File: src/rtl/tlb_flush_probe.sv
module tlb_flush_probe #(
  parameter int ENTRIES = 8,
  parameter int CTX_W   = 16
) (
  input  logic             clk,
  input  logic             rst_n,
  input  logic [CTX_W-1:0] cur_ctx,
  input  logic             lk_valid,
  input  logic [31:0]      lk_va,
  output logic             lk_hit,
  output logic [31:0]      lk_pte,
  input  logic             fill_valid,
  input  logic [31:0]      fill_va,
  input  logic [1:0]       fill_lvl,
  input  logic [31:0]      fill_pte,
  input  logic             cmd_valid,
  input  logic             cmd_probe,
  input  logic [31:0]      cmd_addr,
  output logic             rsp_valid,
  output logic [31:0]      rsp_data
);
  localparam int IDX_W = (ENTRIES > 1) ? $clog2(ENTRIES) : 1;
  localparam logic [IDX_W-1:0] LAST = IDX_W'(ENTRIES - 1);

  logic [ENTRIES-1:0] vld_q;
  logic [CTX_W-1:0]   ctx_q [ENTRIES];
  logic [19:0]        tag_q [ENTRIES];
  logic [1:0]         lvl_q [ENTRIES];
  logic [31:0]        pte_q [ENTRIES];
  logic [IDX_W-1:0]   rr_q;

  function automatic logic tag_eq(input logic [19:0] t, input logic [19:0] v, input logic [1:0] lv);
    case (lv)
      2'd0:    return t == v;
      2'd1:    return t[19:6] == v[19:6];
      default: return t[19:12] == v[19:12];
    endcase
  endfunction

  function automatic logic [1:0] lmax(input logic [1:0] a, input logic [1:0] b);
    return (a > b) ? a : b;
  endfunction

  wire       do_flush = cmd_valid && !cmd_probe;
  wire [3:0] cmd_type = cmd_addr[11:8];

  logic [ENTRIES-1:0] lk_match, pr_match, kill;
  logic [31:0]        lk_or, pr_or;

  for (genvar i = 0; i < ENTRIES; i++) begin : g_slot
    wire own = vld_q[i] && (ctx_q[i] == cur_ctx);
    assign lk_match[i] = own && tag_eq(tag_q[i], lk_va[31:12], lvl_q[i]);
    assign pr_match[i] = own && tag_eq(tag_q[i], cmd_addr[31:12], lvl_q[i]);
    always_comb begin
      case (cmd_type)
        4'd0:    kill[i] = own && tag_eq(tag_q[i], cmd_addr[31:12], lvl_q[i]);
        4'd1:    kill[i] = own && tag_eq(tag_q[i], cmd_addr[31:12], lmax(lvl_q[i], 2'd1));
        4'd2:    kill[i] = own && tag_eq(tag_q[i], cmd_addr[31:12], 2'd2);
        4'd3:    kill[i] = own;
        4'd4:    kill[i] = 1'b1;
        default: kill[i] = 1'b0;
      endcase
    end
  end

  always_comb begin
    lk_or = '0;
    pr_or = '0;
    for (int i = 0; i < ENTRIES; i++) begin
      if (lk_match[i]) lk_or = lk_or | pte_q[i];
      if (pr_match[i]) pr_or = pr_or | pte_q[i];
    end
  end

  assign lk_hit = lk_valid && (|lk_match);
  assign lk_pte = lk_hit ? lk_or : '0;

  logic             have_free;
  logic [IDX_W-1:0] free_idx;
  always_comb begin
    have_free = 1'b0;
    free_idx  = '0;
    for (int i = ENTRIES - 1; i >= 0; i--) begin
      if (!vld_q[i]) begin
        have_free = 1'b1;
        free_idx  = IDX_W'(i);
      end
    end
  end

  wire [IDX_W-1:0] victim = have_free ? free_idx : rr_q;

  logic [ENTRIES-1:0] fill_oh;
  always_comb begin
    fill_oh = '0;
    if (fill_valid) fill_oh[victim] = 1'b1;
  end

  always_ff @(posedge clk or negedge rst_n) begin
    if (!rst_n) begin
      vld_q     <= '0;
      rr_q      <= '0;
      rsp_valid <= 1'b0;
      rsp_data  <= '0;
    end else begin
      vld_q     <= (vld_q & ~(do_flush ? kill : '0)) | fill_oh;
      if (fill_valid && !have_free) rr_q <= (rr_q == LAST) ? '0 : rr_q + 1'b1;
      rsp_valid <= cmd_valid && cmd_probe;
      rsp_data  <= (cmd_valid && cmd_probe && cmd_type == 4'd4) ? pr_or : '0;
    end
  end

  always_ff @(posedge clk) begin
    if (fill_valid) begin
      ctx_q[victim] <= cur_ctx;
      tag_q[victim] <= fill_va[31:12];
      lvl_q[victim] <= fill_lvl;
      pte_q[victim] <= fill_pte;
    end
  end
endmodule


File: config.mk
export PLATFORM = sky130hd
export DESIGN_NAME = tlb_flush_probe
export DESIGN_NICKNAME = d
export VERILOG_FILES = /design/src/rtl/tlb_flush_probe.sv
export SDC_FILE = /design/constraint.sdc
export NUM_CORES = 1
export LEC_CHECK = 0
export BUFFER_PORTS_ARGS = -buffer_cell sky130_fd_sc_hd__buf_4
export CAP_MARGIN = 20
export CORE_MARGIN = 4
export CORE_UTILIZATION = 55
export CTS_CLUSTER_SIZE = 24
export DETAILED_ROUTE_END_ITERATION = 10
export PLACE_DENSITY = 0.74
export SLEW_MARGIN = 20
export SYNTH_ARGS = -nofsm -noshare
export SYNTH_HDL_FRONTEND = slang
export SYNTH_SLANG_ARGS = --single-unit
File: constraint.sdc
create_clock -name clk -period 8.79 [get_ports clk]
set_input_delay 2.637 -clock clk [delete_from_list [all_inputs] [get_ports clk]]
set_output_delay 2.637 -clock clk [all_outputs]
set_load 0.02 [all_outputs]
# Yosys cells after proc, flatten, opt, wreduce, memory -nomap -nowiden
# Memories as Yosys holds them, arrays and structs flattened.
# Index checks and enable logic that the tools add are counted.
[word_totals]
register_bits = 44
ramBits = 560
input_bits = 152
word_cells = 293
memories = 4
[mem_list]
columns = ["name", "depth", "width", "read_ports", "rd_ports_with_merged_regs", "wr", "line_no", "rtl"]
rows = [
  ["pte_q", 8, 32, 8, 0, 1, "29", "logic [31:0] pte_q [ENTRIES];"],
  ["tag_q", 8, 20, 8, 0, 1, "27", "logic [19:0] tag_q [ENTRIES];"],
  ["ctx_q", 8, 16, 8, 0, 1, "26", "logic [CTX_W-1:0] ctx_q [ENTRIES];"],
  ["lvl_q", 8, 2, 8, 0, 1, "28", "logic [1:0] lvl_q [ENTRIES];"],
]
[classes]
n_addsub = 1
n_lt_le_gt_ge = 10
eq_ne = 77
n_mux = 106
bitwise = 17
n_reduce_logical = 74
[ops]
columns = ["operator", "n"]
rows = [
  ["$mux 32", 18],
  ["$or 32x32->32", 14],
  ["$eq 20x20->1", 16],
  ["$eq 14x14->1", 16],
  ["$eq 16x16->1", 8],
  ["$eq 8x8->1", 16],
  ["$logic_and 1x1->1", 54],
  ["$pmux 1 s2", 24],
  ["$pmux 1 s5", 8],
  ["$mux 1", 35],
  ["$eq 2x1->1 const B", 16],
  ["$logic_not 2->1", 16],
  ["$mux 3", 10],
  ["$gt 2x1->1 const B", 8],
  ["$mux 2", 8],
  ["$mux 8", 2],
  ["$and 8x8->8", 1],
  ["$eq 4x2->1 const B", 2],
  ["$not 8->8", 1],
  ["$or 8x8->8", 1],
  ["$reduce_or 8->1", 1],
  ["$eq 4x1->1 const B", 1],
  ["$eq 4x3->1 const B", 1],
  ["$logic_not 4->1", 1],
  ["6 further kinds", 7],
]

# Depth between registers and ports, before layout
[logic_depth]
word_depth = 19
ltp_mapped = 10
mapped_depth_nobuf = 7

# Least setup slack after synthesis
# Ideal clock, no wire load.
[synth_timing]
kind = "input to register"
startpoint = "in fill_valid"
endpoint = "mem ctx_q[4][0] (enable)"
setup_time_ps = 605
arrival_time_ps = 8218
required_ps = 8185
path_slack_ps = -33
path_stages = 3
cell_sequence = "inv_1 -> or2_2 -> a211oi_1"
[synth_between]
elab_chain_cells = 2
[synth_rtl]
columns = ["element", "line_no", "rtl"]
rows = [
  ["start, declared", "12", "input logic fill_valid,"],
  ["$mux 1", "114", "if (fill_valid) begin"],
  ["$mux 1 (implied by the code)", "115", "ctx_q[victim] <= cur_ctx;"],
  ["end, declared", "26", ""],
]
# No other way between the ends.

# Worst setup path in the final report
[layout_timing]
startpoint = "in cur_ctx[6]"
endpoint = "out lk_pte[21]"
[layout_between]
elab_chain_cells = 19
word_cells_on_any_way = 42
classes_between = "eq/ne: 8; mux: 9; bitwise: 7; reduce/logical: 18"
[layout_rtl]
columns = ["element", "line_no", "rtl"]
rows = [
  ["start, declared", "7", "input logic [CTX_W-1:0] cur_ctx,"],
  ["$eq 16x16->1", "51", "wire own = vld_q[i] && (ctx_q[i] == cur_ctx);"],
  ["$logic_and 1x1->1", "51", ""],
  ["$logic_and 1x1->1", "52", "assign lk_match[i] = own && tag_eq(tag_q[i], lk_va[31:12], lvl_q[i]);"],
  ["$mux 32", "70", "if (lk_match[i]) lk_or = lk_or | pte_q[i];"],
  ["$or 32x32->32", "70", ""],
  ["$mux 32", "70", ""],
  ["$or 32x32->32", "70", ""],
  ["$mux 32", "70", ""],
  ["[3 not listed]", "n/a", ""],
  ["$mux 32", "70", ""],
  ["$or 32x32->32", "70", ""],
  ["$mux 32", "70", ""],
  ["$or 32x32->32", "70", ""],
  ["$mux 32", "70", ""],
  ["$or 32x32->32", "70", ""],
  ["$mux 32", "70", ""],
  ["$mux 32 (*)", "76", "assign lk_pte = lk_hit ? lk_or : '0;"],
  ["end, declared", "11", "output logic [31:0] lk_pte,"],
]
# Mark *: on every way between the ends. The rest lies on a longest branch, timed or not.

==> implementation parameters <==
Parameter                              Value

Status
  Result of the run    finished, final reports clean

Pwr
  Comb power frac    17.3%
  Switching pwr    2.58 mW
  Sequential share of power    52.0%
  Power density normalized to cell area    282 nW/µm²
  Post-layout total power    8.76 mW
  Static Leak    10.3 nW
  Internal power contribution    6.18 mW
  Part of the total power dissipated in the clock network    30.7%
  Highest ir drop seen on vdd    0.222 mV
  Fraction of power spent switching nets    29.4%

Timing
  Max transition margin    20.8%
  Period utilisation layout    95.4%
  Total count of max-transition violations in the final report    0
  Least-Margin Pin Slew    1.19 ns
  Finish-stage setup viols    0
  Post-Route Setup TNS    0 ns
  Total count of hold-check failures in the final report    0
  Unrepaired setup endpoints after global routing    false
  Minimum period implied by the final worst setup slack    8.39 ns
  Maximum clock skew at final layout    0.0356 ns
  F_max    0.119 GHz
  Final setup margin    0.401 ns

Global route
  Global-route wire length before repair    110000 µm
  Overall fraction of global-route tracks in use    27.9%
  Grt ovf    0
  Number of antenna violations at the first check in global routing    3
  Via count of the first global-routing pass    17500
  Largest net degree at the start of global routing    56

Routing
  Sum of met3 wire segment lengths after detailed routing    7850 µm
  Uppermost routed layer    met5
  Number of nets with antenna violations after detailed routing    0
  First DRT Iteration DRCs    2486
  Final WL    74800 µm
  Vias per inst    6.63
  DRC viols    0
  First-pass iteration count of the detailed router    8
  Detailed route wirelength on metal2    35800 µm
  Length of routed wiring on met1    29000 µm
  Via count    17400
  WL/cell    28.5 µm

Clock tree
  Worst skew pair latency    0.65 ns
  CTS tree    yes
  Count of buffers added by post-CTS timing repair for setup    0
  Clk pin slew, worst setup/hold paths    0.07 ns
  Total clock sinks    604
  Quantity of hold-fixing buffers added after cts    0
  Number of clock buffers inserted by TritonCTS    59
  CTS max path bufs    3
  Root Driver    clkbuf_16
  Number of levels in the clock H-tree    2
  Resize count post-CTS    0

Logic synthesis
  Post-synth cell types    53
  Compound-gate portion of the synthesized area    10.7%
  Count of yosys warnings during synthesis    0
  Share of synthesized cell area in and, or, nand and nor gates    5.27%
  Number of standard cells after synthesis    1776
  Post-synth EDFFs    560
  Synth Net Count    1930
  Dominant combinational cell family by area after synthesis    XOR/XNOR gates
  Area share of fa/ha/maj cells after synthesis    0.0937%
  Post-synthesis share of cell area spent on xor and xnor gates    14.7%
  Avg Cell Area, Syn    15.0 µm²
  Combined area of all synthesized cells    26700 µm²
  Share of async-settable or async-resettable flops after synthesis    7.28%
  Seq cells post-synth    604
  Multiplexer share of the synthesized area    0.0843%
  Dominant register cell in the synthesized netlist    edfxtp_1
  Sequential-to-total area share from yosys stat    67.1%

Critical path
  Kind of start point of the critical path    primary input
  Category of the worst setup path capture point    primary output
  Data required time of the critical path    6.15 ns
  Largest fanout of any net on the critical path    16
  Crit path largest cell delay    0.61 ns
  Arrival time worst endpoint    5.75 ns
  WS Path Type    primary input to primary output
  Largest delay share family, worst path    simple AND/OR/NAND/NOR gates
  Total buffers and inverters traversed by the critical path    4
  Crit path max-delay cell type    nor4_1
  Most used cell along the critical path    buf_4
  Cells along the critical path    buf_4 -> xor2_1 -> nor4_1 -> nand3_1 -> or3b_4 -> nor4_4 -> o41ai_4 -> buf_6 -> buf_4 -> a31oi_1 -> buf_4
  Worst setup slack for register-to-register paths    4.92 ns

Floorplan
  Cell row count    80
  Die width    228 µm
  Initial core utilization    55.8%
  Total die area    52200 µm²
  Die Ht    228 µm
  Core region area    47800 µm²
  Number of ports placed on the die boundary    218

Finish
  Fill count    3337
  Fraction of the core area covered by cells at the end of the flow    64.8%
  Signed area change from the synthesized netlist to the final layout    16.1%
  Most used cells in the layout excluding fill and tap cells    560 x edfxtp_1, 351 x xor2_1, 231 x buf_4
  Number of nets at the end of the flow    2113
  Proportion of layout cells with a drive suffix above 1    18.0%
  Most frequent standard cell in the layout excluding fill and tap cells    edfxtp_1

Place
  Post-placement setup slack    0.453 ns
  DPL Wire Length    45500 µm
  Number of input and output port buffers inserted    185
  Gpl congestion    0.911

Worst hold path
  Kind of path behind the tightest hold check    flip-flop to flip-flop

Run
  Number of max-cap violations    0
synthesized netlist by cell type (3+ instances only):
cell | n | area (µm²)
nor3_1 | 15 | 75.1
buf_4 | 15 | 113
buf_1 | 5 | 18.8
nor4_2 | 11 | 138
clkbuf_1 | 42 | 158
edfxtp_1 | 560 | 16800
nand3_1 | 20 | 100
a41oi_1 | 10 | 87.6
nor2_1 | 17 | 63.8
a21oi_1 | 6 | 30.0
a311oi_1 | 15 | 131
inv_1 | 6 | 22.5
a221oi_1 | 56 | 490
a22oi_1 | 82 | 616
o21ai_0 | 9 | 45.0
buf_2 | 52 | 260
a31oi_1 | 71 | 444
a222oi_1 | 34 | 340
nand4_1 | 26 | 163
dfrtp_1 | 44 | 1100
o211ai_1 | 6 | 45.0
a21o_1 | 4 | 30.0
or2_2 | 3 | 18.8
nand2_1 | 51 | 191
nor4_1 | 83 | 519
a22o_1 | 54 | 473
xnor2_1 | 97 | 850
xor2_1 | 351 | 3070
path summary, 6_finish.rpt:
check / from / end / cells after the start
max: cur_ctx[6] / lk_pte[21] / 11
min in group asynchronous: rst_n / rsp_data[24] / 1
max reg2reg: vld_q[7] / tag_q[7][1] / 7
min: rr_q[2] / rr_q[2] / 1
min reg2reg: rr_q[2] / rr_q[2] / 1
max in group asynchronous: rst_n / vld_q[7] / 1
power groups by stage:
| stage | sequential, mW | clock, mW | combinational (mW) |
|---|---|---|---|
| after detailed placement | 4.59 | 0 | 1.51 |
| after floorplan | 4.60 | 0 | 0.902 |
| after global placement | 4.55 | 0 | 1.47 |
| after global routing | 4.62 | 2.83 | 1.62 |
| final | 4.56 | 2.68 | 1.52 |
| after CTS | 4.54 | 2.71 | 1.52 |
final cells by class:
cell class / instances / area, µm² / share of cell area [%]
inverters: 6 / 22.5 / 0.0726
diodes: 2 / 5.00 / 0.0161
clock buffers: 70 / 1580 / 5.09
clock inverters: 39 / 494 / 1.59
repair buffers: 236 / 1830 / 5.88
flip-flops and latches: 604 / 17900 / 57.7
multi-input cells: 1052 / 8420 / 27.1
well taps: 615 / 769 / 2.48
registers in the layout, summed over array words and instances (netlist names):
signal,flops
vld_q,8
rsp_valid,1
pte_q,256
ctx_q,128
lvl_q,16
rr_q,3
rsp_data,32
tag_q,160
per-stage QoR:
step	cell area (µm²)	hold WS, ns	std cells
finish	31000	0.552	2624
CTS	31000	0.543	2622
global route	31000	0.573	2624
floorplan	26700	0.488	1776
global placement	28900	0.524	2512
detailed placement	28900	0.528	2513
layer usage:
layer | up-vias | global-route usage (%)
met5 | - | 0
met3 | 186 | 5.43
met4 | 2 | 9.64
li1 | 7371 | -
met1 | 8678 | 38.7
met2 | 1155 | 44.5
kinds of logic (layout without fill, tap and decap cells):
group	count (synthesis)	count (layout)
flip-flops	604	604
XOR/XNOR	448	448
AO/OA/AOI/OAI	359	359
AND/OR/NAND/NOR	241	241
buffers and inverters	120	351
adder cells (fa/ha/maj)	2	2
multiplexers	2	2
other	0	2
No activity file was read; power rests on OpenSTA's default activity.
